[src/rtl/mbox_pkg.sv]
`timescale 1ns/1ps
package mbox_pkg;

  typedef enum logic {
    DIR_H2M = 1'b0,
    DIR_M2H = 1'b1
  } mbox_dir_e;

  // Offset decode helpers: slot k uses offsets 2k (command) and 2k+1 (data),
  // followed by the enable and status registers.
  function automatic bit ofs_is_cmd(input int ofs, input int slots);
    return (ofs < 2 * slots) && (ofs % 2 == 0);
  endfunction

  function automatic bit ofs_is_dat(input int ofs, input int slots);
    return (ofs < 2 * slots) && (ofs % 2 == 1);
  endfunction

  function automatic int ofs_slot(input int ofs);
    return ofs / 2;
  endfunction

  function automatic bit ofs_is_en(input int ofs, input int slots);
    return ofs == 2 * slots;
  endfunction

  function automatic bit ofs_is_st(input int ofs, input int slots);
    return ofs == 2 * slots + 1;
  endfunction

  // Status bit update: a fill overrides a clear arriving in the same cycle.
  function automatic logic st_bit_next(input logic cur, input logic set, input logic clr);
    return set | (cur & ~clr);
  endfunction

endpackage

[src/rtl/mbox_lane.sv]
`timescale 1ns/1ps
module mbox_lane
  import mbox_pkg::*;
#(
  parameter int SLOTS = 4,
  parameter int DW    = 32,
  parameter int OW    = 4
) (
  input  logic                       clk,
  input  logic                       rst_n,
  input  logic                       snd_we,
  input  logic [OW-1:0]              snd_ofs,
  input  logic [DW-1:0]              snd_wdata,
  input  logic                       rcv_we,
  input  logic [OW-1:0]              rcv_ofs,
  input  logic [SLOTS-1:0]           rcv_wdata,
  output logic [SLOTS-1:0][DW-1:0]   cmd_q,
  output logic [SLOTS-1:0][DW-1:0]   dat_q,
  output logic [SLOTS-1:0]           en_q,
  output logic [SLOTS-1:0]           st_q,
  output logic [SLOTS-1:0]           fill_ev,
  output logic [SLOTS-1:0]           clr_ev,
  output logic [SLOTS-1:0]           irq_slot,
  output logic                       irq_all
);

  logic en_hit;
  logic st_hit;

  assign en_hit = rcv_we && ofs_is_en(int'(rcv_ofs), SLOTS);
  assign st_hit = rcv_we && ofs_is_st(int'(rcv_ofs), SLOTS);
  assign clr_ev = st_hit ? rcv_wdata : '0;

  for (genvar k = 0; k < SLOTS; k++) begin : g_slot
    logic cmd_hit;
    assign cmd_hit    = snd_we && ofs_is_cmd(int'(snd_ofs), SLOTS) && (ofs_slot(int'(snd_ofs)) == k);
    assign fill_ev[k] = snd_we && ofs_is_dat(int'(snd_ofs), SLOTS) && (ofs_slot(int'(snd_ofs)) == k);

    always_ff @(posedge clk) begin
      if (!rst_n) begin
        cmd_q[k] <= '0;
        dat_q[k] <= '0;
        st_q[k]  <= 1'b0;
      end else begin
        if (cmd_hit)    cmd_q[k] <= snd_wdata;
        if (fill_ev[k]) dat_q[k] <= snd_wdata;
        st_q[k] <= st_bit_next(st_q[k], fill_ev[k], clr_ev[k]);
      end
    end
  end

  always_ff @(posedge clk) begin
    if (!rst_n)      en_q <= '0;
    else if (en_hit) en_q <= rcv_wdata;
  end

  assign irq_slot = st_q & en_q;
  assign irq_all  = &irq_slot;

endmodule

[src/rtl/mbox_rdmux.sv]
`timescale 1ns/1ps
module mbox_rdmux
  import mbox_pkg::*;
#(
  parameter int SLOTS = 4,
  parameter int DW    = 32,
  parameter int OW    = 4
) (
  input  logic [OW:0]                     addr,
  input  logic [1:0][SLOTS-1:0][DW-1:0]   cmd_q,
  input  logic [1:0][SLOTS-1:0][DW-1:0]   dat_q,
  input  logic [1:0][SLOTS-1:0]           en_q,
  input  logic [1:0][SLOTS-1:0]           st_q,
  output logic [DW-1:0]                   rdata
);

  logic d;
  int   ofs;

  always_comb begin
    d     = addr[OW];
    ofs   = int'(addr[OW-1:0]);
    rdata = '0;
    for (int k = 0; k < SLOTS; k++) begin
      if (ofs == 2 * k)     rdata = cmd_q[d][k];
      if (ofs == 2 * k + 1) rdata = dat_q[d][k];
    end
    if (ofs_is_en(ofs, SLOTS)) rdata = {{(DW-SLOTS){1'b0}}, en_q[d]};
    if (ofs_is_st(ofs, SLOTS)) rdata = {{(DW-SLOTS){1'b0}}, st_q[d]};
  end

endmodule

[src/rtl/mbox_dual.sv]
`timescale 1ns/1ps
module mbox_dual
  import mbox_pkg::*;
#(
  parameter int SLOTS = 4,
  parameter int DW    = 32,
  localparam int OW   = $clog2(2 * SLOTS + 2),
  localparam int AW   = OW + 1
) (
  input  logic             clk,
  input  logic             rst_n,
  input  logic             h_wr_en,
  input  logic [AW-1:0]    h_addr,
  input  logic [DW-1:0]    h_wdata,
  output logic [DW-1:0]    h_rdata,
  input  logic             m_wr_en,
  input  logic [AW-1:0]    m_addr,
  input  logic [DW-1:0]    m_wdata,
  output logic [DW-1:0]    m_rdata,
  output logic [SLOTS-1:0] h_irq,
  output logic             h_irq_all,
  output logic [SLOTS-1:0] m_irq,
  output logic             m_irq_all
);

  logic [1:0][SLOTS-1:0][DW-1:0] cmd_q;
  logic [1:0][SLOTS-1:0][DW-1:0] dat_q;
  logic [1:0][SLOTS-1:0]         en_q;
  logic [1:0][SLOTS-1:0]         st_q;
  logic [1:0][SLOTS-1:0]         fill_ev;
  logic [1:0][SLOTS-1:0]         clr_ev;
  logic [1:0][SLOTS-1:0]         irq_slot;
  logic [1:0]                    irq_all;

  for (genvar d = 0; d < 2; d++) begin : g_dir
    logic              snd_we;
    logic              rcv_we;
    logic [OW-1:0]     snd_ofs;
    logic [OW-1:0]     rcv_ofs;
    logic [DW-1:0]     snd_wdata;
    logic [SLOTS-1:0]  rcv_wdata;

    if (d == int'(DIR_H2M)) begin : g_h2m
      assign snd_we    = h_wr_en && (h_addr[OW] == 1'(d));
      assign snd_ofs   = h_addr[OW-1:0];
      assign snd_wdata = h_wdata;
      assign rcv_we    = m_wr_en && (m_addr[OW] == 1'(d));
      assign rcv_ofs   = m_addr[OW-1:0];
      assign rcv_wdata = m_wdata[SLOTS-1:0];
    end else begin : g_m2h
      assign snd_we    = m_wr_en && (m_addr[OW] == 1'(d));
      assign snd_ofs   = m_addr[OW-1:0];
      assign snd_wdata = m_wdata;
      assign rcv_we    = h_wr_en && (h_addr[OW] == 1'(d));
      assign rcv_ofs   = h_addr[OW-1:0];
      assign rcv_wdata = h_wdata[SLOTS-1:0];
    end

    mbox_lane #(.SLOTS(SLOTS), .DW(DW), .OW(OW)) u_lane (
      .clk       (clk),
      .rst_n     (rst_n),
      .snd_we    (snd_we),
      .snd_ofs   (snd_ofs),
      .snd_wdata (snd_wdata),
      .rcv_we    (rcv_we),
      .rcv_ofs   (rcv_ofs),
      .rcv_wdata (rcv_wdata),
      .cmd_q     (cmd_q[d]),
      .dat_q     (dat_q[d]),
      .en_q      (en_q[d]),
      .st_q      (st_q[d]),
      .fill_ev   (fill_ev[d]),
      .clr_ev    (clr_ev[d]),
      .irq_slot  (irq_slot[d]),
      .irq_all   (irq_all[d])
    );
  end

  mbox_rdmux #(.SLOTS(SLOTS), .DW(DW), .OW(OW)) u_rd_host (
    .addr (h_addr), .cmd_q (cmd_q), .dat_q (dat_q),
    .en_q (en_q), .st_q (st_q), .rdata (h_rdata)
  );

  mbox_rdmux #(.SLOTS(SLOTS), .DW(DW), .OW(OW)) u_rd_mcu (
    .addr (m_addr), .cmd_q (cmd_q), .dat_q (dat_q),
    .en_q (en_q), .st_q (st_q), .rdata (m_rdata)
  );

  assign m_irq     = irq_slot[DIR_H2M];
  assign m_irq_all = irq_all[DIR_H2M];
  assign h_irq     = irq_slot[DIR_M2H];
  assign h_irq_all = irq_all[DIR_M2H];

endmodule

[config.mk]
export PLATFORM = sky130hd
export DESIGN_NAME = mbox_dual
export DESIGN_NICKNAME = d
export VERILOG_FILES = /design/src/rtl/mbox_pkg.sv /design/src/rtl/mbox_lane.sv /design/src/rtl/mbox_rdmux.sv /design/src/rtl/mbox_dual.sv
export SDC_FILE = /design/constraint.sdc
export NUM_CORES = 2
export LEC_CHECK = 0
export CORE_ASPECT_RATIO = 1.2
export CORE_MARGIN = 2
export CORE_UTILIZATION = 35
export DETAILED_ROUTE_END_ITERATION = 10
export PLACE_DENSITY = 0.53
export SLEW_MARGIN = 20
export SYNTH_ARGS = -nofsm -noshare
export SYNTH_HDL_FRONTEND = slang
export SYNTH_SLANG_ARGS = --single-unit
[constraint.sdc]
create_clock -name clk -period 3.1 [get_ports clk]
set_input_delay 0.62 -clock clk [delete_from_list [all_inputs] [get_ports clk]]
set_output_delay 0.62 -clock clk [all_outputs]
set_load 0.01 [all_outputs]
Word level (Yosys, flattened, before mapping)
Cells that the tools add are included.
W data, S select, Z words.

storage, ports and cells
  output and inout port bits = 74
  register bits after elaboration = 528

operators by class
  eq/ne operators = 24
  mux-type cells = 38
  bitwise gates (word level) = 28
  order comparisons = 4
  reduce and logical (&&, ||, !) cells = 40

operator list
  operator              number
  $mux W128             8
  $mux W32              20
  $logic_not A32 Y1     4
  $eq A4 B4 Y1 const B  12
  $mux W4               10
  $logic_and A1 B1 Y1   32
  $eq A4 B3 Y1 const B  4
  $eq A3 B3 Y1 const B  4
  $not A1 Y1            10
  $and A1 B1 Y1         8
  $and A4 B4 Y4         2
  $eq A4 B2 Y1 const B  2
  $logic_not A4 Y1      2
  $lt A4 B4 Y1 const B  2
  $or A1 B1 Y1          8
  $reduce_and A4 Y1     2
  $eq A3 B2 Y1 const B  2
  $lt A1 B2 Y1 const B  2

Longest topological paths before layout
  depth after elaboration = 12
  depth in mapped cells = 8
  gate-level depth less buffers = 4

Hierarchy
Synthesis repeated with hierarchy kept, for this count alone.

unflattened totals
  cell total of the unflattened synthesis = 2,922
  area total of the unflattened synthesis = 27,974.3 um2

modules (own cells, without submodules)
  module      times used  area an instance (um2)  seq. area each (um2)  cells each
  mbox_lane   2           9,529.1                 5,285.1               919
  mbox_rdmux  2           4,441.8                 0.0                   540
  mbox_dual   1           32.5                    0.0                   4

Worst setup path after synthesis
No wires, ideal clock.

  path kind = input-to-output
  start = input port m_addr[0]
  end = output port m_rdata[9]
  arrival time = 2.052 ns
  cell stages on the path = 6
  path slack = 0.428 ns
  path buffers = 3
  required time = 2.480 ns
  cell sequence = buf_2 buf_2 buf_2 mux4_2 mux2i_1 o22ai_1

between the ends
  word-level cells in the longest chain between the ends = 11
  elaborated cells on any way between the ends = 20
  classes of those cells = eq/ne: 9; mux: 10; reduce/logical: 1

ends and longest elaborated chain
  item                line              source
  start: declaration  mbox_dual.sv:17   input logic [AW-1:0] m_addr,
  $logic_not A4 Y1    mbox_rdmux.sv:25  if (ofs == 2 * k) rdata = cmd_q[d][k];
  $mux W32            mbox_rdmux.sv:25
  $mux W32            mbox_rdmux.sv:26  if (ofs == 2 * k + 1) rdata = dat_q[d][k];
  $mux W32            mbox_rdmux.sv:25
  $mux W32            mbox_rdmux.sv:26
  $mux W32            mbox_rdmux.sv:25
  $mux W32            mbox_rdmux.sv:26
  $mux W32            mbox_rdmux.sv:25
  $mux W32            mbox_rdmux.sv:26
  $mux W32            mbox_rdmux.sv:28  if (ofs_is_en(ofs, SLOTS)) rdata = {{(DW-SLOTS){1'b0}}, en_q[d]};
  $mux W32 (*)        mbox_rdmux.sv:29  if (ofs_is_st(ofs, SLOTS)) rdata = {{(DW-SLOTS){1'b0}}, st_q[d]};
  end: declaration    mbox_dual.sv:19   output logic [DW-1:0] m_rdata,

Mark *: on every way between the ends. The rest lies on a longest branch, timed or not.

Worst setup path in the final report
  start = input port h_addr[0]
  end = output port h_rdata[18]

between the ends
  word-level cells in the longest chain between the ends = 11
  elaborated cells on any way between the ends = 20
  classes of those cells = eq/ne: 9; mux: 10; reduce/logical: 1

ends and longest elaborated chain
  item                line              source
  start: declaration  mbox_dual.sv:13   input logic [AW-1:0] h_addr,
  $logic_not A4 Y1    mbox_rdmux.sv:25
  $mux W32            mbox_rdmux.sv:25
  $mux W32            mbox_rdmux.sv:26
  $mux W32            mbox_rdmux.sv:25
  $mux W32            mbox_rdmux.sv:26
  $mux W32            mbox_rdmux.sv:25
  $mux W32            mbox_rdmux.sv:26
  $mux W32            mbox_rdmux.sv:25
  $mux W32            mbox_rdmux.sv:26
  $mux W32            mbox_rdmux.sv:28
  $mux W32 (*)        mbox_rdmux.sv:29
  end: declaration    mbox_dual.sv:15   output logic [DW-1:0] h_rdata,

Marked as above.

==> impl_metrics.yaml <==
timing:
  min_period_ns: 3.055
  rsz_0062_raised_after_global_routing: "no"
  setup-violations-final: 0
  worst_clock_skew_ns: 0
  timing.final.hold_violations: 0
  layout_setup_ws_ns: 0.04548
  max_slew.worst_pin.slew_ns: 0.7442
  maxClockFrequency_mhz: 327.4
  layout_worst_path_cycle_share_pct: 98.53
  max-slew-margin-rel_pct: 50.23
  fin_worst_hold_slack_ns: 0.4641
  drv_slew: 0
clock_network:
  cts.sinks: 528
  cts-root-buf: "sky130_fd_sc_hd__clkbuf_16"
  ctsLongestPathBuffers: 3
  insertion_delay_ns: 0.64
  hold_buffers: 0
  cts_tree: "done"
  cts.htree.levels: 2
  cts_inserted_buffers: 57
  cts.clk_slew.worst_paths_ns: 0.06
setup_path:
  setup.reg_to_reg.worst_slack_ns: 2.28
  criticalPathCategory: "input port to output pin"
  worstSetupStartpoint: "h_addr[0]"
  cpPeakStageDelay_ns: 0.53
  critPathArrivalTime_ns: 2.43
  r2r_start: "g_dir[0].u_lane.st_q[2]"
  cp_cell_sequence: "buf_16 -> buf_12 -> buf_6 -> buf_8 -> buf_4 -> mux4_2 -> nor2_4 -> o21ai_1 -> buf_4 -> dlygate4sd2_1"
  cp_max_stage_cell: "sky130_fd_sc_hd__mux4_2"
  crit_required_ns: 2.48
  cp_common_cell: "sky130_fd_sc_hd__buf_4"
  critPathCaptureType: "output pin"
  worstPathMaxFanout: 9
  category_of_the_worst_setup_path_launch_point: "input port"
synth:
  ys.warnings.count: 0
  synth-edff-count: 0
  distinct_cell_type_count_after_synthesis: 60
  synth_seq_area_share_pct: 36.25
  synth-async-reset-ratio_pct: 0
  post_synth_inst_count: 3252
  most_instantiated_flip_flop_cell_in_the_synthesis_netlist: "sky130_fd_sc_hd__dfxtp_1"
  ys_ff_latch: 528
  postSynthNetCount: 3330
  synth.cell_area_um2: 29160
  synth_area_per_cell_um2: 8.965
placement:
  dp_hpwl_mm: 81.73
  place_ws_ns: -0.6714
  gp_congestion: 0.9030
  place.port_buffers: 151
routing:
  drt_drc_violations_left: 0
  route.antenna.remaining_nets: 0
  postRouteWirelength_mm: 123.7
  detailedRoute.firstIterationViolations: 2457
  drt_pass1_iterations: 8
  viasPerCell: 5.666
  wl_per_cell_um: 26.50
  routed-via-count: 26450
grt:
  grt_start_max_net_pins: 92
  groute.usage.overall_pct: 28.56
  grt.overflow.total: 0
  grt_antenna_before_repair: 3
  grt_first_pass_wirelength_mm: 179.1
  vias_in_the_first_global_route: 25370
layout:
  syn_to_final_growth_pct: 26.10
  finish.net_count: 3594
  share_of_layout_cells_above_drive_strength_1_pct: 23.32
floorplanning:
  floorplan.die.width_um: 267.5
  placementRows: 115
  coreArea_um2: 82300
  die_h_um: 320.2
  die-area_um2: 85630
  start_util_pct: 35.42
  boundaryPins: 152
power:
  combinationalPowerShare_pct: 12.3
  p_sw_share_pct: 25.81
  cell_pwr_density_nw_per_um2: 429.1
  internal_power_uw: 11700
  vdd_ir_drop_max_uv: 434.9
  seq_power_share_pct: 43.6
  power.static_leakage_uw: 0.01309
  power.clock.fraction_pct: 44.1
  switching_power_uw: 4072
status:
  run_status: "finished, final reports clean"
job:
  max-cap-violations: 0
min_path:
  hp-class: "flip-flop to flip-flop"
  hold_start: "g_dir[1].u_lane.cmd_q[46]"
cells by family (layout without fill, tap and decap cells):
kind of cell	Yosys count	after routing	share of synthesized area (%)
AND/OR/NAND/NOR	1216	1216	17.25
buffers and inverters	356	659	6.038
multiplexers	414	414	22.17
flip-flops	528	528	36.25
AO/OA/AOI/OAI	738	738	18.29
other	0	2	0
critical path, delay by kind of cell:
kind	cells	cell delay [ns]
simple gates	1	0.11
buf+inv	7	1.06
compound gates	1	0.09
mux	1	0.53
power by group through the flow:
stage	Combinational [uW]	Sequential, uW	Clock (uW)
finish	1950	6870	6950
global route	2020	6880	7290
CTS	1900	6870	7050
detailed placement	1860	7020	0
global placement	1860	7020	0
floorplan	951	7010	0
per-stage QoR:
step / cell area, um^2 / util [%] / TNS [ns] / instances / total power (uW)
global route: 36760 / 44.67 / 0 / 4667 / 16190
CTS: 36580 / 44.45 / -0.1756 / 4654 / 15820
finish: 36770 / 44.67 / 0 / 4668 / 15770
detailed placement: 34360 / 41.75 / -28.81 / 4549 / 8889
global placement: 34360 / 41.75 / -27.26 / 4549 / 8885
floorplan: 29160 / - / 0 / 3252 / 7961
path summary, 6_finish.rpt:
path,endpoint,depth (start not counted)
worst max register to register,g_dir[0].u_lane.st_q[2],2
worst min-delay path,g_dir[1].u_lane.cmd_q[46],2
worst min register to register,g_dir[1].u_lane.cmd_q[46],2
worst max-delay path,h_rdata[18],10
flip-flops by register name (all words and copies together), names as in the netlist:
name / cells
g_dir.u_lane.st_q: 8
g_dir.u_lane.dat_q: 256
g_dir.u_lane.en_q: 8
g_dir.u_lane.cmd_q: 256
synth_stat cells (13+ instances only):
cell	instances	area share [%]
sky130_fd_sc_hd__nand2_1	1051	14
sky130_fd_sc_hd__a21boi_0	403	10
sky130_fd_sc_hd__mux2_2	34	1.3
sky130_fd_sc_hd__o21ai_0	35	0.60
sky130_fd_sc_hd__clkbuf_1	144	1.9
sky130_fd_sc_hd__o22ai_1	40	0.86
sky130_fd_sc_hd__nand3_1	38	0.65
sky130_fd_sc_hd__nand2b_1	21	0.45
sky130_fd_sc_hd__a221oi_1	20	0.60
sky130_fd_sc_hd__buf_4	57	1.5
sky130_fd_sc_hd__o211ai_1	13	0.33
sky130_fd_sc_hd__nor2_1	19	0.24
sky130_fd_sc_hd__mux4_2	182	14
sky130_fd_sc_hd__a21oi_1	48	0.82
sky130_fd_sc_hd__a22oi_1	18	0.46
sky130_fd_sc_hd__nor2b_1	18	0.39
sky130_fd_sc_hd__a21boi_1	117	3.0
sky130_fd_sc_hd__mux2i_1	198	6.8
sky130_fd_sc_hd__buf_2	137	2.4
sky130_fd_sc_hd__dfxtp_1	528	36
per-layer routing:
metal  vias to the layer above  wire length (um)  global-route usage, %
met2                      1044             57420                  45.96
li1                      11870                 -                      -
met3                       266              8247                  3.823
met5                         -                23                      0
met4                         4              6009                  12.60
met1                     13270             52010                  38.22
repair_timing:
action | 4_1_cts | 5_1_grt
buffers inserted | 7 | 12
pin swaps | 21 | 15
gates resized for setup | 185 | 39
endpoints found under the setup margin | 64 | 27
cells in the final DEF, fill, tap and decap left out, types with 10 or more instances in the layout:
master	Yosys	layout
sky130_fd_sc_hd__clkdlybuf4s50_1	0	77
sky130_fd_sc_hd__clkinv_2	0	11
sky130_fd_sc_hd__mux2i_1	198	196
sky130_fd_sc_hd__mux2_2	34	34
sky130_fd_sc_hd__o22ai_2	0	12
sky130_fd_sc_hd__nand3_1	38	33
sky130_fd_sc_hd__o22ai_1	40	24
sky130_fd_sc_hd__o211ai_1	13	13
sky130_fd_sc_hd__buf_6	5	18
sky130_fd_sc_hd__dfxtp_1	528	528
sky130_fd_sc_hd__buf_12	0	80
sky130_fd_sc_hd__nor2_1	19	14
sky130_fd_sc_hd__clkbuf_8	0	17
sky130_fd_sc_hd__mux4_2	182	182
sky130_fd_sc_hd__o21ai_1	0	14
sky130_fd_sc_hd__nand2b_1	21	19
sky130_fd_sc_hd__o21ai_0	35	21
sky130_fd_sc_hd__dlygate4sd2_1	0	42
sky130_fd_sc_hd__a221oi_1	20	10
sky130_fd_sc_hd__a21boi_0	403	403
sky130_fd_sc_hd__a21boi_1	117	117
sky130_fd_sc_hd__nand2_1	1051	1049
sky130_fd_sc_hd__buf_4	57	307
sky130_fd_sc_hd__a22oi_1	18	15
sky130_fd_sc_hd__nor2b_1	18	17
sky130_fd_sc_hd__a21oi_1	48	45
sky130_fd_sc_hd__clkbuf_16	0	60
area by class of cell:
type | instances | area, um^2
diodes | 2 | 5.005
clock buffers | 84 | 1730
clock inverters | 14 | 123.9
fillers | 8018 | 45540
inverters | 8 | 37.54
multi-input cells | 2368 | 17310
flip-flops and latches | 528 | 10570
well taps | 1111 | 1390
repair buffers | 553 | 5594
Note: power is estimated with default switching activity, not from simulation.
